--- src/rtl/gpio_port_pkg.sv ---
package gpio_port_pkg;
  localparam int unsigned GP_ADDR_W = 4;

  localparam logic [GP_ADDR_W-1:0] IDX_MODE   = 4'd0;
  localparam logic [GP_ADDR_W-1:0] IDX_OTYPE  = 4'd1;
  localparam logic [GP_ADDR_W-1:0] IDX_PULL   = 4'd3;
  localparam logic [GP_ADDR_W-1:0] IDX_LEVEL  = 4'd4;
  localparam logic [GP_ADDR_W-1:0] IDX_OUTDAT = 4'd5;
  localparam logic [GP_ADDR_W-1:0] IDX_SETCLR = 4'd6;
  localparam logic [GP_ADDR_W-1:0] IDX_CLR    = 4'd10;

  localparam int unsigned CLR_LANE = 16;

  typedef enum logic [1:0] {
    DIR_IN  = 2'b00,
    DIR_OUT = 2'b01,
    DIR_X2  = 2'b10,
    DIR_X3  = 2'b11
  } dir_e;

  typedef enum logic [1:0] {
    PULL_NONE = 2'b00,
    PULL_UP   = 2'b01,
    PULL_DOWN = 2'b10,
    PULL_RSVD = 2'b11
  } pull_e;
endpackage

--- src/rtl/gpio_cfg_regs.sv ---
module gpio_cfg_regs
  import gpio_port_pkg::*;
#(
  parameter int unsigned NPINS    = 16,
  parameter logic [31:0] MODE_RST = 32'hFFFF_FFFF,
  parameter logic [31:0] PULL_RST = 32'h0
) (
  input  logic                 clk,
  input  logic                 rst_n,
  input  logic                 we,
  input  logic [GP_ADDR_W-1:0] addr,
  input  logic [31:0]          wdata,
  output logic [2*NPINS-1:0]   mode_q,
  output logic [NPINS-1:0]     otype_q,
  output logic [2*NPINS-1:0]   pull_q,
  output logic [NPINS-1:0]     odr_q
);
  localparam int unsigned FW = 2 * NPINS;

  logic [NPINS-1:0] odr_d;

  always_comb begin
    odr_d = odr_q;
    if (we) begin
      unique case (addr)
        IDX_OUTDAT: odr_d = wdata[NPINS-1:0];
        IDX_SETCLR: odr_d = (odr_q & ~wdata[CLR_LANE +: NPINS]) | wdata[NPINS-1:0];
        IDX_CLR:    odr_d = odr_q & ~wdata[NPINS-1:0];
        default:    odr_d = odr_q;
      endcase
    end
  end

  always_ff @(posedge clk) begin
    if (!rst_n) begin
      mode_q  <= MODE_RST[FW-1:0];
      pull_q  <= PULL_RST[FW-1:0];
      otype_q <= '0;
      odr_q   <= '0;
    end else begin
      odr_q <= odr_d;
      if (we && addr == IDX_MODE)  mode_q  <= wdata[FW-1:0];
      if (we && addr == IDX_PULL)  pull_q  <= wdata[FW-1:0];
      if (we && addr == IDX_OTYPE) otype_q <= wdata[NPINS-1:0];
    end
  end
endmodule

--- src/rtl/gpio_link_track.sv ---
module gpio_link_track #(
  parameter int unsigned NPINS = 16
) (
  input  logic             clk,
  input  logic             rst_n,
  input  logic [NPINS-1:0] strobe,
  input  logic [NPINS-1:0] level_in,
  input  logic [NPINS-1:0] release_in,
  input  logic [NPINS-1:0] is_out,
  input  logic [NPINS-1:0] is_od,
  output logic [NPINS-1:0] conn_q,
  output logic [NPINS-1:0] lvl_q
);
  for (genvar p = 0; p < NPINS; p++) begin : g_pin
    logic c_d, l_d;

    always_comb begin
      c_d = conn_q[p];
      l_d = lvl_q[p];
      if (release_in[p]) c_d = 1'b0;
      if (strobe[p]) begin
        c_d = 1'b1;
        l_d = level_in[p];
      end
      // an output that would fight the driver drops it
      if (is_out[p] && (!is_od[p] || l_d)) c_d = 1'b0;
    end

    always_ff @(posedge clk) begin
      if (!rst_n) begin
        conn_q[p] <= 1'b0;
        lvl_q[p]  <= 1'b0;
      end else begin
        conn_q[p] <= c_d;
        lvl_q[p]  <= l_d;
      end
    end
  end
endmodule

--- src/rtl/gpio_pin_resolve.sv ---
module gpio_pin_resolve
  import gpio_port_pkg::*;
#(
  parameter int unsigned      NPINS      = 16,
  parameter logic [NPINS-1:0] FLOAT_DFLT = '0
) (
  input  logic [2*NPINS-1:0] mode,
  input  logic [NPINS-1:0]   otype,
  input  logic [2*NPINS-1:0] pull,
  input  logic [NPINS-1:0]   odr,
  input  logic [NPINS-1:0]   conn,
  input  logic [NPINS-1:0]   ext_lvl,
  output logic [NPINS-1:0]   level,
  output logic [NPINS-1:0]   is_out,
  output logic [NPINS-1:0]   pp_mask,
  output logic [NPINS-1:0]   od_mask
);
  for (genvar p = 0; p < NPINS; p++) begin : g_pin
    dir_e  dir;
    pull_e pl;
    logic  flt;

    assign dir = dir_e'(mode[2*p +: 2]);
    assign pl  = pull_e'(pull[2*p +: 2]);

    always_comb begin
      unique case (pl)
        PULL_UP:   flt = 1'b1;
        PULL_DOWN: flt = 1'b0;
        default:   flt = FLOAT_DFLT[p];
      endcase
    end

    assign is_out[p]  = (dir == DIR_OUT);
    assign pp_mask[p] = is_out[p] && !otype[p];
    assign od_mask[p] = is_out[p] && otype[p];

    always_comb begin
      if (!is_out[p])                  level[p] = conn[p] ? ext_lvl[p] : flt;
      else if (!otype[p])              level[p] = odr[p];
      else if (!odr[p])                level[p] = 1'b0;
      else if (conn[p] && !ext_lvl[p]) level[p] = 1'b0;
      else                             level[p] = flt;
    end
  end
endmodule

--- src/rtl/gpio_port_ctrl.sv ---
module gpio_port_ctrl
  import gpio_port_pkg::*;
#(
  parameter int unsigned      NPINS      = 16,
  parameter logic [31:0]      MODE_RST   = 32'hABFF_FFFF,
  parameter logic [31:0]      PULL_RST   = 32'h6400_0000,
  parameter logic [NPINS-1:0] FLOAT_DFLT = 16'h0010
) (
  input  logic                 clk,
  input  logic                 rst_n,
  input  logic                 reg_we,
  input  logic                 reg_re,
  input  logic [GP_ADDR_W-1:0] reg_addr,
  input  logic [31:0]          reg_wdata,
  output logic [31:0]          reg_rdata,
  input  logic [NPINS-1:0]     ext_strobe,
  input  logic [NPINS-1:0]     ext_level,
  input  logic [NPINS-1:0]     ext_release,
  output logic [NPINS-1:0]     pin_level
);
  localparam int unsigned FW = 2 * NPINS;

  logic [FW-1:0]    mode_q, pull_q;
  logic [NPINS-1:0] otype_q, odr_q, conn_q, lvl_q;
  logic [NPINS-1:0] is_out, pp_mask, od_mask;

  gpio_cfg_regs #(
    .NPINS(NPINS), .MODE_RST(MODE_RST), .PULL_RST(PULL_RST)
  ) u_regs (
    .clk(clk), .rst_n(rst_n), .we(reg_we), .addr(reg_addr), .wdata(reg_wdata),
    .mode_q(mode_q), .otype_q(otype_q), .pull_q(pull_q), .odr_q(odr_q)
  );

  gpio_link_track #(.NPINS(NPINS)) u_link (
    .clk(clk), .rst_n(rst_n), .strobe(ext_strobe), .level_in(ext_level),
    .release_in(ext_release), .is_out(is_out), .is_od(otype_q),
    .conn_q(conn_q), .lvl_q(lvl_q)
  );

  gpio_pin_resolve #(.NPINS(NPINS), .FLOAT_DFLT(FLOAT_DFLT)) u_res (
    .mode(mode_q), .otype(otype_q), .pull(pull_q), .odr(odr_q),
    .conn(conn_q), .ext_lvl(lvl_q), .level(pin_level),
    .is_out(is_out), .pp_mask(pp_mask), .od_mask(od_mask)
  );

  always_comb begin
    reg_rdata = '0;
    if (reg_re) begin
      unique case (reg_addr)
        IDX_MODE:   reg_rdata[FW-1:0]    = mode_q;
        IDX_OTYPE:  reg_rdata[NPINS-1:0] = otype_q;
        IDX_PULL:   reg_rdata[FW-1:0]    = pull_q;
        IDX_LEVEL:  reg_rdata[NPINS-1:0] = pin_level;
        IDX_OUTDAT: reg_rdata[NPINS-1:0] = odr_q;
        default:    reg_rdata = '0;
      endcase
    end
  end
endmodule

--- config.mk ---
export PLATFORM = sky130hd
export DESIGN_NAME = gpio_port_ctrl
export DESIGN_NICKNAME = d
export VERILOG_FILES = /design/src/rtl/gpio_port_pkg.sv /design/src/rtl/gpio_cfg_regs.sv /design/src/rtl/gpio_link_track.sv /design/src/rtl/gpio_pin_resolve.sv /design/src/rtl/gpio_port_ctrl.sv
export SDC_FILE = /design/constraint.sdc
export NUM_CORES = 1
export LEC_CHECK = 0
export ABC_AREA = 1
export BUFFER_PORTS_ARGS = -buffer_cell sky130_fd_sc_hd__buf_2
export CORE_ASPECT_RATIO = 0.9
export CORE_UTILIZATION = 40
export CTS_CLUSTER_DIAMETER = 100
export CTS_CLUSTER_SIZE = 25
export DETAILED_ROUTE_END_ITERATION = 8
export SYNTH_ARGS = -nofsm -noshare
export SYNTH_HDL_FRONTEND = slang
export SYNTH_SLANG_ARGS = --single-unit
--- constraint.sdc ---
create_clock -name clk -period 1.1 [get_ports clk]
set_input_delay 0 -clock clk [delete_from_list [all_inputs] [get_ports clk]]
set_output_delay 0 -clock clk [all_outputs]
set_load 0.01 [all_outputs]
==> out/qor.yml <==
status:
  outcome: "complete, but fails checks"
  violations: "negative setup slack"
setup_path:
  cp_data_arrival_time_ns: 1.60
  path_cells: "inv_2 -> nor2_4 -> buf_6 -> nand2_1 -> nand2_1 -> nand3_1 -> nand2_2 -> nand2_1 -> a21oi_2 -> buf_2"
  slowest_stage: "dfxtp_2"
  crit_path_end_kind: "output port"
  path_max_fanout: 2
  startpoint_type: "register"
  critPathTopFamily: "simple AND/OR/NAND/NOR gates"
  cpMostUsedCell: "nand2_1"
  crit_type: "reg2out"
  critPathBufInv: 3
  cp_slowest_stage_delay_ns: 0.33
  critPathRequiredTime_ns: 1.10
timing:
  fmaxAchievable_mhz: 626
  clock_skew_ns: 0.00498
  maxSlewHeadroom: 0.802
  min_period_ns: 1.60
  tightest_slew_ns: 0.296
  rsz0062_at_grt: "true"
  setup_tns_ns: -11.27
  setup_viol: 47
  finalCritPeriodShare: 1.45
  hold_viol: 0
  slew_viol_final: 0
  worst_slack_ns: -0.498
finish:
  layout-drive-gt1-share: 0.313
  final_common_cell: "nand2_1"
  layout_common_cells: "nand2_1 (278), buf_2 (125), a21oi_1 (124), inv_1 (114), o21ai_0 (101)"
  synthToLayoutAreaGrowth_pct: 54.6
  nets: 1494
  diodes: 0
floorplanning:
  die_x_um: 139
  initial_utilization: 0.415
  ioPinCount: 136
  dieArea_um2: 17500
  core_area_um2: 16400
  std_cell_rows: 44
  die_h_um: 126
global_routing:
  overflow: 0
  grt_pass1_vias: 7551
  grt.total_usage: 0.282
  grt_max_degree: 35
  grt_pass1_wl_um: 38500
  antenna_found_initial: 0
power_and_ir_drop:
  powerDensity_nw_per_um2: 1230
  p_leak_nw: 4.76
  irDropWorstVdd_mv: 1.17
  p_total_mw: 13.0
detailed_routing:
  drtIter0Drc: 644
  wl_met3_um: 1400
  vias: 8120
  drc: 0
  routed-wl-met2_um: 11400
  avgViaCountPerCell: 5.00
  wirelength_um: 24600
  wl_per_cell_um: 15.1
  wl_met1_um: 11300
  ant_nets: 0
  drtPass1Iterations: 5
  top_layer_used: "met4"
clock_network:
  cts_buffers: 17
  cts_buffer_depth: 2
  cts_sinks: 128
  htree_levels: 4
  cts_tree: "built"
  clkTransAtPathRegs_ns: 0.06
  cts_root_buf: "clkbuf_16"
  insertion_delay_ns: 0.43
synth:
  synthCells: 1100
  synth_nets: 1188
  avgSynthCellArea_um2: 6.19
  yosysTopAreaCell: "dfxtp_1"
  synth_top_area_share: 0.377
  synth-seq-cells: 128
  synth_area_leaders: "dfxtp_1 (38%), nand2_1 (16%), a21oi_1 (9.5%), inv_1 (7.7%), o21ai_0 (7.5%)"
  yosysSeqAreaShare: 0.377
  yosys_warnings: 0
  synth_cell_types: 23
  syn_area_um2: 6810
placed_design:
  hpwl_um: 16100
  gp_congestion: 0.862
  portBuffers: 135
job:
  drv_cap: 0
worst_hold_path:
  hp-class: "in2reg"
-- final timing paths --
| kind | slack [ns] | startpoint | cells past startpoint | end |
|---|---|---|---|---|
| worst max-delay path | -0.50 | u_regs.pull_q[12]$_SDFFE_PN0P_ | 10 | reg_rdata[6] |
| worst min-delay path | 0.06 | reg_we | 4 | u_regs.odr_q[7]$_SDFFE_PN0P_ |
| worst max register to register | 0.11 | u_regs.odr_q[12]$_SDFFE_PN0P_ | 7 | u_regs.odr_q[12]$_SDFFE_PN0P_ |
| worst min register to register | 0.48 | u_regs.pull_q[10]$_SDFFE_PN0P_ | 2 | u_regs.pull_q[10]$_SDFFE_PN0P_ |
-- stage by stage --
| stage | hold slack [ns] | cell area (um^2) | util | instances | setup slack [ns] |
|---|---|---|---|---|---|
| final | 0.0627 | 10500 | 0.641 | 1625 | -0.498 |
| after global routing | 0.0663 | 10500 | 0.641 | 1625 | -0.587 |
| after CTS | 0.0479 | 10300 | 0.625 | 1617 | -0.508 |
| after detailed placement | 0.254 | 8380 | 0.511 | 1487 | -0.221 |
| after global placement | 0.250 | 8380 | 0.511 | 1487 | -0.193 |
| after floorplan | 0.113 | 6810 | - | 1100 | 0.0528 |
-- Yosys cell counts --
cell	count
o211ai_1	3
buf_6	1
dfxtp_1	128
a21oi_1	129
nand3_2	1
nor2_1	127
nor2_4	2
inv_2	5
nand2_2	2
nor2_2	3
inv_1	139
nor3_1	1
buf_1	4
clkinv_4	1
nand3_1	82
o21bai_1	14
buf_4	2
nand2_4	1
buf_2	13
o21a_1	16
o21ai_0	102
nand2_1	297
clkbuf_1	27
-- logic make-up after synthesis --
| logic type | after synthesis | synth area share |
|---|---|---|
| flops | 128 | 0.377 |
| compound gates | 264 | 0.206 |
| buf+inv | 192 | 0.111 |
| simple gates | 516 | 0.306 |
-- area by class of cell --
type                    count  area (um^2)
fillers                  1493         5890
multi-input cells         780         3800
repair buffers            334         2650
flip-flops and latches    128         2630
inverters                 145          549
clock buffers              18          439
well taps                 207          259
clock inverters            13          186
-- per-layer routing --
| layer | track usage | vias up |
|---|---|---|
| met5 | 0 | - |
| met4 | 0.0843 | 0 |
| met3 | 0.0475 | 27 |
| met2 | 0.466 | 264 |
| met1 | 0.376 | 3709 |
| li1 | - | 4120 |
-- registers in the layout, summed over array words and instances (netlist names) --
signal	flops
u_regs.otype_q	16
u_link.conn_q	16
u_regs.mode_q	32
u_link.lvl_q	16
u_regs.pull_q	32
u_regs.odr_q	16
-- where the power goes --
group,switching (mW),internal (mW)
clock network,2.24,3.84
registers,0.119,4.80
logic,1.01,0.943
total,3.37,9.58
-- worst register-to-register path, stage by stage, from the launching register on --
cell and delay [ns]:
dfxtp_1 0.32, inv_1 0.05, buf_4 0.13, nor2_1 0.08, nand3_1 0.08, nand3_1 0.09
nand2_1 0.05, a21oi_1 0.11
-- timing repair --
| item | CTS | global route |
|---|---|---|
| hold endpoints to repair | 117 | 0 |
| pin swaps | 39 | 36 |
| gates resized for setup | 134 | 68 |
| hold buffers | 81 | 0 |
| setup endpoints to repair | 48 | 49 |
| setup buffers | 25 | 11 |
| cloned | 0 | 0 |
Note: power is estimated with default switching activity, not from simulation.
